## src/rtl/hsm_pkg.sv

```systemverilog
package hsm_pkg;

    localparam int BYTE_BITS = 8;
    localparam logic [4:0] MCODE_PREFIX = 5'b00001;

    typedef enum logic [1:0] {
        MODE_FS    = 2'd0,
        MODE_MCODE = 2'd1,
        MODE_HS    = 2'd2
    } speed_mode_e;

    typedef struct packed {
        logic start;
        logic rstart;
        logic stop;
    } bus_cond_t;

    function automatic logic is_master_code(input logic [BYTE_BITS-1:0] b);
        return b[BYTE_BITS-1 -: 5] == MCODE_PREFIX;
    endfunction

endpackage

```

## src/rtl/hsm_line_sync.sv

```systemverilog
module hsm_line_sync #(
    parameter int STAGES = 2
) (
    input  logic clk,
    input  logic rst,
    input  logic line_in,
    output logic level,
    output logic prev
);
    logic [STAGES:0] chain;

    always_ff @(posedge clk) begin
        if (rst) chain <= '1;
        else     chain <= {chain[STAGES-1:0], line_in};
    end

    assign level = chain[STAGES-1];
    assign prev  = chain[STAGES];
endmodule

```

## src/rtl/hsm_cond_detect.sv

```systemverilog
module hsm_cond_detect
    import hsm_pkg::*;
(
    input  logic      clk,
    input  logic      rst,
    input  logic      scl_lvl,
    input  logic      scl_prev,
    input  logic      sda_lvl,
    input  logic      sda_prev,
    output bus_cond_t cond,
    output logic      busy
);
    logic scl_steady_hi;
    logic sda_fell;
    logic sda_rose;

    assign scl_steady_hi = scl_lvl & scl_prev;
    assign sda_fell      = ~sda_lvl & sda_prev;
    assign sda_rose      = sda_lvl & ~sda_prev;

    always_ff @(posedge clk) begin
        if (rst) begin
            cond <= '0;
            busy <= 1'b0;
        end else begin
            cond.start  <= scl_steady_hi & sda_fell & ~busy;
            cond.rstart <= scl_steady_hi & sda_fell & busy;
            cond.stop   <= scl_steady_hi & sda_rose;
            if (scl_steady_hi & sda_fell)      busy <= 1'b1;
            else if (scl_steady_hi & sda_rose) busy <= 1'b0;
        end
    end

    p_one_cond_r11: assert property (@(posedge clk) disable iff (rst)
        $onehot0({cond.start, cond.rstart, cond.stop}));
    p_rstart_open_r3: assert property (@(posedge clk) disable iff (rst)
        cond.rstart |-> busy);
    p_stop_idle_r4: assert property (@(posedge clk) disable iff (rst)
        cond.stop |-> !busy);
endmodule

```

## src/rtl/hsm_byte_framer.sv

```systemverilog
module hsm_byte_framer #(
    parameter int BITS = 8
) (
    input  logic            clk,
    input  logic            rst,
    input  logic            scl_rise,
    input  logic            sda_lvl,
    input  logic            restart,
    input  logic            busy,
    output logic            byte_done,
    output logic [BITS-1:0] byte_val,
    output logic            ack_evt,
    output logic            ack_nack
);
    localparam int CNT_W = $clog2(BITS + 1);
    localparam logic [CNT_W-1:0] LAST_DATA = CNT_W'(BITS - 1);
    localparam logic [CNT_W-1:0] ACK_SLOT  = CNT_W'(BITS);

    logic [CNT_W-1:0] cnt;
    logic [BITS-1:0]  shreg;
    logic             first;

    always_ff @(posedge clk) begin
        if (rst) begin
            cnt <= '0; shreg <= '0; first <= 1'b0;
            byte_done <= 1'b0; byte_val <= '0;
            ack_evt <= 1'b0; ack_nack <= 1'b0;
        end else begin
            byte_done <= 1'b0;
            ack_evt   <= 1'b0;
            if (restart) begin
                cnt   <= '0;
                first <= 1'b1;
            end else if (scl_rise && busy) begin
                if (cnt == ACK_SLOT) begin
                    cnt   <= '0;
                    first <= 1'b0;
                    if (first) begin
                        ack_evt  <= 1'b1;
                        ack_nack <= sda_lvl;
                    end
                end else begin
                    cnt   <= cnt + 1'b1;
                    shreg <= {shreg[BITS-2:0], sda_lvl};
                    if (first && cnt == LAST_DATA) begin
                        byte_done <= 1'b1;
                        byte_val  <= {shreg[BITS-2:0], sda_lvl};
                    end
                end
            end
        end
    end

    p_cnt_range_r5: assert property (@(posedge clk) disable iff (rst)
        cnt <= ACK_SLOT);
    p_done_ack_apart_r5: assert property (@(posedge clk) disable iff (rst)
        !(byte_done && ack_evt));
endmodule

```

## src/rtl/hsm_mode_ctrl.sv

```systemverilog
module hsm_mode_ctrl
    import hsm_pkg::*;
(
    input  logic                 clk,
    input  logic                 rst,
    input  logic                 byte_done,
    input  logic [BYTE_BITS-1:0] byte_val,
    input  logic                 ack_evt,
    input  logic                 ack_nack,
    input  logic                 restart,
    input  logic                 stop,
    output logic                 hs_mode,
    output logic                 proto_err,
    output logic                 addr_valid,
    output logic [BYTE_BITS-1:0] addr_byte
);
    speed_mode_e mode;

    always_ff @(posedge clk) begin
        if (rst) begin
            mode       <= MODE_FS;
            proto_err  <= 1'b0;
            addr_valid <= 1'b0;
            addr_byte  <= '0;
        end else begin
            proto_err  <= 1'b0;
            addr_valid <= 1'b0;
            if (stop) begin
                mode <= MODE_FS;
            end else begin
                if (restart && mode == MODE_MCODE) mode <= MODE_FS;
                if (byte_done) begin
                    if (is_master_code(byte_val)) begin
                        if (mode == MODE_FS) mode <= MODE_MCODE;
                    end else begin
                        addr_valid <= 1'b1;
                        addr_byte  <= byte_val;
                    end
                end
                if (ack_evt && mode == MODE_MCODE) begin
                    if (ack_nack) begin
                        mode <= MODE_HS;
                    end else begin
                        mode      <= MODE_FS;
                        proto_err <= 1'b1;
                    end
                end
            end
        end
    end

    assign hs_mode = (mode == MODE_HS);

    p_no_mcode_addr_r6: assert property (@(posedge clk) disable iff (rst)
        addr_valid |-> !is_master_code(addr_byte));
    p_hs_entry_r7: assert property (@(posedge clk) disable iff (rst)
        $rose(hs_mode) |-> $past(ack_evt && ack_nack));
    p_err_fs_r8: assert property (@(posedge clk) disable iff (rst)
        proto_err |-> !hs_mode);
    p_hs_keep_r9: assert property (@(posedge clk) disable iff (rst)
        (restart && hs_mode) |=> hs_mode);
    p_hs_exit_r10: assert property (@(posedge clk) disable iff (rst)
        $fell(hs_mode) |-> $past(stop));
endmodule

```

## src/rtl/hsm_bus_watch.sv

```systemverilog
module hsm_bus_watch
    import hsm_pkg::*;
#(
    parameter int SYNC_STAGES = 2
) (
    input  logic                 clk,
    input  logic                 rst,
    input  logic                 scl_i,
    input  logic                 sda_i,
    output logic                 hs_mode,
    output logic                 start_p,
    output logic                 rstart_p,
    output logic                 stop_p,
    output logic                 addr_valid,
    output logic [BYTE_BITS-1:0] addr_byte,
    output logic                 proto_err
);
    logic scl_lvl, scl_prev, sda_lvl, sda_prev;
    bus_cond_t cond;
    logic busy;
    logic byte_done, ack_evt, ack_nack;
    logic [BYTE_BITS-1:0] byte_val;
    logic restart;

    hsm_line_sync #(.STAGES(SYNC_STAGES)) u_scl_sync (
        .clk(clk), .rst(rst), .line_in(scl_i), .level(scl_lvl), .prev(scl_prev));
    hsm_line_sync #(.STAGES(SYNC_STAGES)) u_sda_sync (
        .clk(clk), .rst(rst), .line_in(sda_i), .level(sda_lvl), .prev(sda_prev));

    hsm_cond_detect u_cond (
        .clk(clk), .rst(rst),
        .scl_lvl(scl_lvl), .scl_prev(scl_prev),
        .sda_lvl(sda_lvl), .sda_prev(sda_prev),
        .cond(cond), .busy(busy));

    assign restart = cond.start | cond.rstart;

    hsm_byte_framer #(.BITS(BYTE_BITS)) u_framer (
        .clk(clk), .rst(rst),
        .scl_rise(scl_lvl & ~scl_prev), .sda_lvl(sda_lvl),
        .restart(restart), .busy(busy),
        .byte_done(byte_done), .byte_val(byte_val),
        .ack_evt(ack_evt), .ack_nack(ack_nack));

    hsm_mode_ctrl u_mode (
        .clk(clk), .rst(rst),
        .byte_done(byte_done), .byte_val(byte_val),
        .ack_evt(ack_evt), .ack_nack(ack_nack),
        .restart(restart), .stop(cond.stop),
        .hs_mode(hs_mode), .proto_err(proto_err),
        .addr_valid(addr_valid), .addr_byte(addr_byte));

    assign start_p  = cond.start;
    assign rstart_p = cond.rstart;
    assign stop_p   = cond.stop;

    p_reset_quiet_r1: assert property (@(posedge clk)
        $past(rst) |-> !(hs_mode || start_p || rstart_p || stop_p || addr_valid || proto_err));
    p_start_idle_r2: assert property (@(posedge clk) disable iff (rst)
        start_p |-> !$past(busy));
endmodule

```

## config.mk

```make
export PLATFORM = sky130hd
export DESIGN_NAME = hsm_bus_watch
export DESIGN_NICKNAME = d
export VERILOG_FILES = /design/src/rtl/hsm_pkg.sv /design/src/rtl/hsm_line_sync.sv /design/src/rtl/hsm_cond_detect.sv /design/src/rtl/hsm_byte_framer.sv /design/src/rtl/hsm_mode_ctrl.sv /design/src/rtl/hsm_bus_watch.sv
export SDC_FILE = /design/constraint.sdc
export NUM_CORES = 1
export LEC_CHECK = 0
export ABC_AREA = 1
export BUFFER_PORTS_ARGS = -buffer_cell sky130_fd_sc_hd__buf_2
export CAP_MARGIN = 10
export CORE_UTILIZATION = 50
export DETAILED_ROUTE_END_ITERATION = 8
export PLACE_DENSITY_LB_ADDON = 0.3
export SETUP_SLACK_MARGIN = 0.4
export SYNTH_ARGS = -nofsm -noshare
export SYNTH_HDL_FRONTEND = slang
export SYNTH_SLANG_ARGS = --single-unit
```

## constraint.sdc

```tcl
create_clock -name clk -period 1.35 [get_ports clk]
set_input_delay 0.27 -clock clk [delete_from_list [all_inputs] [get_ports clk]]
set_output_delay 0.27 -clock clk [all_outputs]
set_load 0.03 [all_outputs]
```

==> results.json, run 1 <==
{
  "htreeDepth": 2,
  "clockBufferDepth": 2,
  "numCtsBuffers": 5,
  "slowest_delay_ns": 0.39,
  "ys_ff_latch": 45,
  "leakage_nw": 0.967,
  "drc": 0,
  "slowest_stage": "dfxtp_4",
  "route.met3.wl_um": 217,
  "pin_count": 18,
  "setup_violations": 0,
  "r2r_cells": 8,
  "dieHeight_um": 61.7,
  "rsz0062_at_grt": "yes",
  "tns_ns": 0,
  "outcome": "finished clean",
  "crit_type": "register to register",
  "wl_met1_um": 1970,
  "hp-class": "input pin to register",
  "peakVddDrop_uv": 848,
  "worstHoldEndpoint": "u_scl_sync.chain[0]$_SDFF_PP1_",
  "antennaDiodeCount": 0,
  "synthesis.instances": 219,
  "die-area_sq_um": 3800,
  "detail_route.first_pass.iterations": 4,
  "slew-limit-headroom_pct": 63.2,
  "critPathLaunchType": "register",
  "wire_per_inst_um": 15.0,
  "yosys_warnings": 0,
  "grt_first_pass_wirelength_um": 6750,
  "min_period_ns": 1.30,
  "crit_fanout": 5,
  "clkTransAtPathRegs_ns": 0.12,
  "slew_violations": 0,
  "ant_nets": 0,
  "syn_area_sq_um": 1780,
  "max_slew.worst_pin.slew_ns": 0.552,
  "max_freq_ghz": 0.769,
  "cp_common_cell": "nor2_4",
  "arrival_ns": 1.61,
  "layout-drive-gt1-share_pct": 61.4,
  "place.gp.congestion": 0.813,
  "cts_tree": "built",
  "whs_path_depth": 2,
  "num_vias": 1716,
  "rows": 21,
  "drv_cap": 0,
  "setup_slack_ns": 0.0502,
  "fp.dieW_um": 61.7,
  "ys_types": 27,
  "grt.overflow.total": 0,
  "place_ws_ns": 0.0611,
  "dp_hpwl_um": 2390,
  "start_util_pct": 52.9,
  "power.density_nw_per_um2": 773,
  "cts-hold-fix-buffers": 0,
  "wl_met2_um": 2410,
  "skew_ns": 0.0117,
  "grt_usage_pct": 25.5,
  "first_iter_violations": 103,
  "yosysSeqAreaShare_pct": 50.6,
  "cp-end-kind": "register",
  "antenna_found_initial": 0,
  "reg2reg_to": "u_framer.byte_val[4]$_SDFFE_PP0P_",
  "maxUsedRoutingLayer": "met4",
  "reg2reg_from": "u_framer.cnt[0]$_SDFFE_PP0P_",
  "min_period_over_period_pct": 96.3,
  "core_area_sq_um": 3360,
  "io_buffers": 17,
  "grt_start_max_net_pins": 16,
  "cts_sinks": 45,
  "syn-num-nets": 225,
  "avgSynthCellArea_sq_um": 8.12,
  "rrSetupSlack_ns": 0.05,
  "routed_wl_um": 4700,
  "vias_per_cell": 5.48,
  "final_nets": 272,
  "worst_hold_startpoint": "scl_i",
  "p_total_w": 0.00208,
  "final-hold-violation-count": 0,
  "area_delta_synth_final_pct": 51.3,
  "cts_root_buf": "clkbuf_4",
  "grt_pass1_vias": 1487,
  "clock_latency_ns": 0.38,
  "worstPathCellList": "inv_4 > ha_4 > nand2_4 > nor2_4 > nor2_4 > nand3_1 > nand2_1 > nor2_1",
  "crit_required_ns": 1.66
}
report_power, final:
group	switching [W]	internal, W	leakage, nW
Clock	0.000440	0.000198	0.0353
Combinational	0.0000675	0.0000345	0.555
Sequential	0.0000128	0.00133	0.377
registers in the layout, summed over array words and instances, names as in the netlist:
signal              flops
u_cond.busy             1
u_mode.mode             2
u_framer.ack_evt        1
u_framer.first          1
u_mode.addr_byte        8
u_sda_sync.chain        3
u_mode.addr_valid       1
u_framer.byte_done      1
u_scl_sync.chain        3
u_framer.byte_val       8
u_framer.ack_nack       1
u_framer.cnt            4
u_mode.proto_err        1
u_framer.shreg          7
u_cond.cond             3
synthesized netlist by cell type:
cell | count | area share (%)
a21oi_1 | 20 | 5.6
a31oi_1 | 1 | 0.35
buf_2 | 1 | 0.28
clkbuf_1 | 3 | 0.63
dfxtp_1 | 45 | 51
ha_1 | 2 | 1.4
inv_1 | 19 | 4.0
inv_2 | 2 | 0.42
nand2_1 | 36 | 7.6
nand2_2 | 3 | 1.1
nand2_4 | 1 | 0.63
nand3_1 | 32 | 9.0
nand3_2 | 3 | 1.7
nand3_4 | 1 | 0.98
nand4_1 | 2 | 0.70
nor2_1 | 26 | 5.5
nor2_2 | 3 | 1.1
nor2_4 | 3 | 1.9
nor2_8 | 1 | 1.1
nor3_1 | 3 | 0.84
nor3b_1 | 1 | 0.42
nor3b_2 | 1 | 0.70
nor4_1 | 2 | 0.70
o21ai_0 | 1 | 0.28
o21ai_1 | 1 | 0.28
o31ai_1 | 1 | 0.42
or2_2 | 5 | 1.8
worst max-delay path: cells and delay by family (launching register included):
kind / cells / cell delay, ns
AND/OR/NAND/NOR: 6 / 0.61
flip-flops: 1 / 0.39
adder cells (fa/ha/maj): 1 / 0.16
buffers and inverters: 1 / 0.07
metal layers:
metal / vias up / global-route usage (%)
li1: 824 / -
met4: 0 / 9.52
met1: 835 / 31.6
met2: 46 / 41.5
met3: 11 / 8.19
met5: - / 0
cell usage in the layout, fill, tap and decap left out, types with 2 or more instances in the layout:
cell type and count:
nor4_2 2, nand3_4 3, a21oi_2 11, clkbuf_4 5, or2_2 5, nor3b_2 2, inv_2 4, dfxtp_4 7
nand2_1 18, nand2_4 11, ha_4 2, nor3_2 2, nand3_1 21, nand4_1 2, inv_4 3, nand2_2 11
nor2_1 16, buf_2 3, nor2_4 14, inv_1 14, dfxtp_2 19, a21oi_1 9, clkinv_2 2, nand3_2 13
nor2_2 4, buf_6 18, dfxtp_1 19, buf_4 18
worst max path at each step:
stage,slack [ns],startpoint,to
after global routing,-0.02,u_framer.cnt[0]$_SDFFE_PP0P_,u_framer.byte_val[6]$_SDFFE_PP0P_
after detailed placement,0.06,u_framer.cnt[0]$_SDFFE_PP0P_,u_framer.byte_val[6]$_SDFFE_PP0P_
final,0.05,u_framer.cnt[0]$_SDFFE_PP0P_,u_framer.byte_val[4]$_SDFFE_PP0P_
after CTS,0.07,u_mode.mode[1]$_SDFF_PP0_,hs_mode
after global placement,0.07,u_framer.cnt[0]$_SDFFE_PP0P_,u_framer.byte_val[2]$_SDFFE_PP0P_
after floorplan,0.22,u_framer.cnt[1]$_SDFFE_PP0P_,u_framer.byte_val[0]$_SDFFE_PP0P_
logic make-up after synthesis:
group | count (synthesis) | share of synthesized area [%]
fa+ha+maj | 2 | 1.41
compound gates | 24 | 6.96
flops | 45 | 50.6
simple gates | 123 | 35.7
buf+inv | 25 | 5.34
per-stage QoR:
stage	utilization [%]	hold slack, ns	instances	cell area [sq um]
6_report	80.1	0.0638	313	2690
5_1_grt	80.1	0.0461	313	2690
4_1_cts	73.8	0.0610	304	2480
3_5_place_dp	61.0	0.397	280	2050
3_3_place_gp	61.0	0.392	280	2050
2_1_floorplan	-	0.374	219	1910
repair_timing:
action,4_1_cts,5_1_grt
pin swaps,18,22
setup endpoints to repair,47,50
resized for setup,81,39
cloned,4,0
setup buffers,12,9
layout make-up:
| cell class | count | area [sq um] |
|---|---|---|
| timing repair buffer | 40 | 373 |
| fill | 213 | 671 |
| clock buffer | 5 | 37.5 |
| sequential | 45 | 951 |
| clock inverter | 3 | 16.3 |
| tap | 46 | 57.6 |
| multi-input combinational | 153 | 1170 |
| inverter | 21 | 88.8 |
No activity file was read; power rests on OpenSTA's default activity.
==> run 2, diff against run 1 <==
--- a/config.mk
+++ b/config.mk
@@ -6,10 +6,10 @@
 export NUM_CORES = 1
 export LEC_CHECK = 0
 export ABC_AREA = 1
-export BUFFER_PORTS_ARGS = -buffer_cell sky130_fd_sc_hd__buf_2
 export CAP_MARGIN = 10
 export CORE_UTILIZATION = 50
 export DETAILED_ROUTE_END_ITERATION = 8
+export DONT_BUFFER_PORTS = 1
 export PLACE_DENSITY_LB_ADDON = 0.3
 export SETUP_SLACK_MARGIN = 0.4
 export SYNTH_ARGS = -nofsm -noshare
==> run 2 against run 1 <==
Largest power group unchanged. Design area is 11% lower. Sequential power hardly changed. Combinational power decreased by 30%. Die area unchanged. Wire length is 15% lower. Utilization fell by 8.7 points. Count of clock-buffer cells in the layout increased by 1. The flow now finishes with violations (hold timing). Largest cell class unchanged. Fmax is 0.12% lower. Register-to-register slack barely moved. Via count fell by 9.3%. Highest routed layer unchanged. Power decreased by 3.6%.
==> results.json, run 2 (synthesis results as in run 1) <==
{
  "fill_cells": 260,
  "rows": 21,
  "grtUsageMet2_pct": 34.9,
  "worstPathCellList": "clkinvlp_4 > nor2_4 > nand3_2 > nor2_4 > nand3_2 > nand2_1",
  "grt.busiest_layer": "met2",
  "slew-limit-headroom_pct": 64.0,
  "hold-worst-slack_ns": -0.0451,
  "slowest_delay_ns": 0.38,
  "routed_wl_um": 4000,
  "antenna_found_initial": 0,
  "crit_fanout": 8,
  "max_slew.worst_pin.slew_ns": 0.539,
  "dp_hpwl_um": 2300,
  "grtUsageMet3_pct": 7.35,
  "dieHeight_um": 61.7,
  "power.density_nw_per_um2": 836,
  "skew_ns": 0.0178,
  "area_delta_synth_final_pct": 35.0,
  "outcome": "finished, violations left",
  "place_ws_ns": 0.0573,
  "final-hold-violation-count": 20,
  "final_common_cell": "nand2_1",
  "drv_cap": 0,
  "max_freq_ghz": 0.768,
  "crit_type": "register to register",
  "violations": "hold timing",
  "p_int_w": 0.00153,
  "min_period_over_period_pct": 96.4,
  "layout-drive-gt1-share_pct": 50.8,
  "setup_violations": 0,
  "final_cell_mix": "28 x nand2_1, 21 x nand3_1, 18 x dfxtp_4, 17 x dfxtp_1, 16 x nor2_1",
  "regArea_sq_um": 981,
  "critPathLaunchType": "register",
  "fp.dieW_um": 61.7,
  "clockBufferDepth": 2,
  "final_nets": 250,
  "grt.overflow.total": 0,
  "slowest_stage": "dfxtp_4",
  "cts_tree": "built",
  "p_comb_share_pct": 3.6,
  "crit_required_ns": 1.66,
  "num_vias": 1556,
  "pin_count": 18,
  "core_area_sq_um": 3360,
  "power_frac_clock_pct": 30.6,
  "place_area_sq_um": 1950,
  "grt_first_pass_wirelength_um": 6350,
  "cts_sinks": 45,
  "cts_root_buf": "clkbuf_4",
  "grt_util_met1_pct": 31.3,
  "numCtsBuffers": 5,
  "hp-class": "input pin to register",
  "arrival_ns": 1.61,
  "rsz0062_at_grt": "yes",
  "leakage_nw": 0.826,
  "grt_usage_pct": 23.6,
  "detail_route.first_pass.iterations": 6,
  "top_regs": "u_framer.byte_val (8), u_mode.addr_byte (8), u_framer.shreg (7)",
  "switching_share_pct": 23.6,
  "wire_per_inst_um": 13.8,
  "cts-hold-fix-buffers": 2,
  "ant_nets": 0,
  "clkTransAtPathRegs_ns": 0.13,
  "drc": 0,
  "io_buffers": 0,
  "vias_per_cell": 5.37,
  "setup_slack_ns": 0.0486,
  "antennaDiodeCount": 0,
  "grt_start_max_net_pins": 31,
  "die-area_sq_um": 3800,
  "final_area_sq_um": 2400,
  "multiInputGateArea_sq_um": 1070,
  "place.gp.congestion": 0.809,
  "grt_pass1_vias": 1364,
  "min_period_ns": 1.30,
  "tns_ns": 0,
  "peakVddDrop_uv": 756,
  "clock_latency_ns": 0.36,
  "cp-end-kind": "register",
  "first_iter_violations": 53,
  "start_util_pct": 52.9,
  "slew_violations": 0,
  "p_sw_w": 0.000475,
  "htreeDepth": 2,
  "seqPwrFrac_pct": 65.8
}
-- run 2: cell count changes in the layout (fill, tap and decap cells not counted), moves of 5 or more --
cell     before  now
a21oi_1       9   14
a21oi_2      11    6
buf_4        18   13
buf_6        18    3
dfxtp_2      19   10
dfxtp_4       7   18
nand2_1      18   28
nand2_2      11    5
-- run 2: critical path, delay by kind of cell, from the launching register on --
family,cells,cell delay (ns)
and+or+nand+nor,5,0.76
buffers and inverters,1,0.13
DFF,1,0.38
-- run 2: cell type report --
| type | count | share of cell area [%] |
|---|---|---|
| clock buffers | 6 | 1.72 |
| multi-input cells | 153 | 44.6 |
| flip-flops and latches | 45 | 40.9 |
| inverters | 21 | 3.75 |
| repair buffers | 18 | 6.31 |
| well taps | 46 | 2.40 |
| clock inverters | 1 | 0.365 |
-- run 2: through the flow --
stage               util (%)  power (W)  hold WS (ns)  instances
floorplan                  -    0.00143         0.374        219
global placement        58.0    0.00143         0.342        261
detailed placement      58.0    0.00143         0.343        261
CTS                     68.6    0.00202       -0.0640        286
global route            71.4    0.00209       -0.0820        290
finish                  71.4    0.00201       -0.0451        290
-- run 2: worst paths after layout --
check / from / slack (ns) / endpoint / cells past startpoint
setup / recovery: u_framer.cnt[2]$_SDFFE_PP0P_ / 0.05 / u_framer.byte_val[6]$_SDFFE_PP0P_ / 6
hold reg to reg: u_sda_sync.chain[0]$_SDFF_PP1_ / 0.42 / u_sda_sync.chain[1]$_SDFF_PP1_ / 1
setup reg to reg: u_framer.cnt[2]$_SDFFE_PP0P_ / 0.05 / u_framer.byte_val[6]$_SDFFE_PP0P_ / 6
hold / removal: rst / -0.05 / u_mode.addr_byte[7]$_SDFFE_PP0P_ / 1
-- run 2: power groups by stage --
stage | Combinational [W] | Sequential (W) | Clock [W]
2_1_floorplan | 0.0000529 | 0.00138 | 0
3_3_place_gp | 0.0000482 | 0.00138 | 0
3_5_place_dp | 0.0000495 | 0.00138 | 0
4_1_cts | 0.0000672 | 0.00132 | 0.000631
5_1_grt | 0.0000779 | 0.00132 | 0.000687
6_report | 0.0000714 | 0.00132 | 0.000614
-- run 2: repair_timing --
action	CTS	global route
setup buffers	12	4
endpoints found under the setup margin	47	49
endpoints found under the hold margin	23	26
resized for setup	56	25
gates cloned	4	0
pin swaps	17	17
-- run 2: metal layers --
| metal | part of all wire (%) | wire length, um | vias to the layer above |
|---|---|---|---|
| li1 | - | - | 779 |
| met2 | 47 | 1900 | 32 |
| met3 | 3.6 | 144 | 4 |
| met5 | 0 | 0 | - |
| met4 | 1.7 | 68 | 0 |
| met1 | 47 | 1890 | 741 |
==> run 3, diff against run 2 <==
--- a/config.mk
+++ b/config.mk
@@ -10,7 +10,7 @@
 export CORE_UTILIZATION = 50
 export DETAILED_ROUTE_END_ITERATION = 8
 export DONT_BUFFER_PORTS = 1
-export PLACE_DENSITY_LB_ADDON = 0.3
+export PLACE_DENSITY = 0.68
 export SETUP_SLACK_MARGIN = 0.4
 export SYNTH_ARGS = -nofsm -noshare
 export SYNTH_HDL_FRONTEND = slang
==> run 3 against run 2 <==
The flow still finishes with violations (hold timing). Power fell by 0.60%. Final cell count rose by 0.69%. Sequential cell count did not move. Clock power fell by 0.8%. Hold slack got worse by 0.0055 ns. Non-clock buffer count rose by 2. Sequential share of layout area barely moved. Register-to-register slack improved by 0.04 ns. First-iteration DRC count rose by 19%. Count of clock-buffer cells in the layout did not move. Global-route usage fell by 0.37 points. Die area did not move. Critical path type unchanged.
==> results.json, run 3 (synthesis results as in run 1) <==
{
  "outcome": "finished, violations left",
  "violations": "hold timing",
  "routed_wl_um": 4190,
  "dieHeight_um": 61.7,
  "htreeDepth": 2,
  "final_common_cell": "nand2_1",
  "detail_route.first_pass.iterations": 4,
  "leakage_nw": 0.814,
  "cts_sinks": 45,
  "fp.dieW_um": 61.7,
  "grt_start_max_net_pins": 31,
  "drv_cap": 0,
  "clockBufferDepth": 2,
  "grt_first_pass_wirelength_um": 6200,
  "crit_fanout": 5,
  "start_util_pct": 52.9,
  "crit_required_ns": 1.61,
  "ant_nets": 0,
  "arrival_ns": 1.52,
  "reg2reg_to": "u_framer.byte_val[0]$_SDFFE_PP0P_",
  "setup_violations": 0,
  "antennaDiodeCount": 0,
  "rsz0062_at_grt": "yes",
  "numCtsBuffers": 5,
  "cts_tree": "built",
  "min_period_over_period_pct": 93.6,
  "clock_latency_ns": 0.36,
  "dp_hpwl_um": 2590,
  "first_iter_violations": 63,
  "grt_pass1_vias": 1378,
  "worst_hold_startpoint": "rst",
  "max_freq_ghz": 0.791,
  "area_delta_synth_final_pct": 34.3,
  "cp-endpoint": "u_framer.byte_val[0]$_SDFFE_PP0P_",
  "cts_root_buf": "clkbuf_4",
  "peakVddDrop_uv": 552,
  "slew_violations": 0,
  "final_nets": 251,
  "crit_start": "u_framer.cnt[1]$_SDFFE_PP0P_",
  "fill_cells": 259,
  "final-hold-violation-count": 20,
  "final_cell_mix": "26 x nand2_1, 23 x nand3_1, 18 x nor2_1, 18 x buf_4, 18 x dfxtp_1",
  "grt.overflow.total": 0,
  "top_regs": "u_framer.byte_val (8), u_mode.addr_byte (8), u_framer.shreg (7)",
  "core_area_sq_um": 3360,
  "place_area_sq_um": 1950,
  "wire_per_inst_um": 14.3,
  "place_ws_ns": 0.0521,
  "rows": 21,
  "rrSetupSlack_ns": 0.09,
  "layout-drive-gt1-share_pct": 50.0,
  "r2r_cells": 8,
  "place.gp.congestion": 0.884,
  "min_period_ns": 1.26,
  "power.density_nw_per_um2": 835,
  "reg2reg_from": "u_framer.cnt[1]$_SDFFE_PP0P_",
  "skew_ns": 0.0158,
  "max_slew.worst_pin.slew_ns": 0.527,
  "cp-end-kind": "register",
  "drc": 0,
  "crit_type": "register to register",
  "post-route-util_pct": 71.1,
  "clkTransAtPathRegs_ns": 0.13,
  "antenna_found_initial": 0,
  "die-area_sq_um": 3800,
  "pin_count": 18,
  "slew-limit-headroom_pct": 64.8,
  "num_vias": 1559,
  "io_buffers": 0,
  "hold-worst-slack_ns": -0.0506,
  "critPathLaunchType": "register",
  "grt_usage_pct": 23.2,
  "final_area_sq_um": 2390,
  "hp-class": "input pin to register",
  "setup_slack_ns": 0.0863,
  "vias_per_cell": 5.34
}
==> run 3: layout make-up <==
class	count	area, sq um	share of cell area, %
timing repair buffer	20	156	6.54
inverter	21	86.3	3.61
tap	46	57.6	2.41
sequential	45	977	40.9
clock inverter	2	10.0	0.419
multi-input combinational	152	1060	44.4
clock buffer	6	41.3	1.73
==> run 3: power breakdown <==
group	internal, W	switching (W)	total (W)
Combinational	0.0000256	0.0000374	0.0000630
Clock	0.000199	0.000411	0.000609
Sequential	0.00131	0.0000163	0.00132
Total	0.00153	0.000464	0.00200
==> run 3: through the flow <==
step           setup TNS, ns  hold slack [ns]  instances  total power, W
2_1_floorplan              0            0.374        219         0.00143
3_3_place_gp               0            0.343        261         0.00143
3_5_place_dp               0            0.343        261         0.00143
4_1_cts                    0          -0.0568        285         0.00201
5_1_grt            -0.000625          -0.0819        292         0.00207
6_report                   0          -0.0506        292         0.00200
==> run 3: worst min path at each step <==
| stage | to | slack, ns | cells past startpoint |
|---|---|---|---|
| 2_1_floorplan | u_scl_sync.chain[0]$_SDFF_PP1_ | 0.37 | 1 |
| 3_3_place_gp | u_framer.first$_SDFFE_PP0P_ | 0.34 | 1 |
| 3_5_place_dp | u_framer.shreg[1]$_SDFFE_PP0P_ | 0.34 | 1 |
| 4_1_cts | u_mode.addr_byte[2]$_SDFFE_PP0P_ | -0.06 | 1 |
| 5_1_grt | u_mode.addr_byte[4]$_SDFFE_PP0P_ | -0.08 | 1 |
| 6_report | u_framer.byte_done$_SDFF_PP0_ | -0.05 | 1 |
==> run 3: metal layers <==
layer | part of all wire, % | track usage (%) | up-vias | wire length [um]
li1 | - | - | 777 | -
met1 | 42 | 28.6 | 736 | 1780
met2 | 51 | 37.9 | 39 | 2150
met3 | 4.8 | 7.35 | 7 | 200
met4 | 1.6 | 8.89 | 0 | 65
met5 | 0 | 0 | - | 0
==> run 3: critical path, stage by stage (launching register included) <==
cell and delay (ns):
dfxtp_4 0.40, inv_4 0.04, ha_4 0.17, nand2_2 0.10
nor2_4 0.05, nor2_4 0.15, nand2_4 0.11, nand3_2 0.08
nand2_1 0.07
==> run 3: repair_timing <==
| item | in CTS | in global routing |
|---|---|---|
| pin swaps | 18 | 12 |
| endpoints found under the setup margin | 46 | 48 |
| gates cloned | 3 | 0 |
| buffers inserted | 13 | 6 |
| endpoints found under the hold margin | 21 | 24 |
| resized for setup | 49 | 25 |
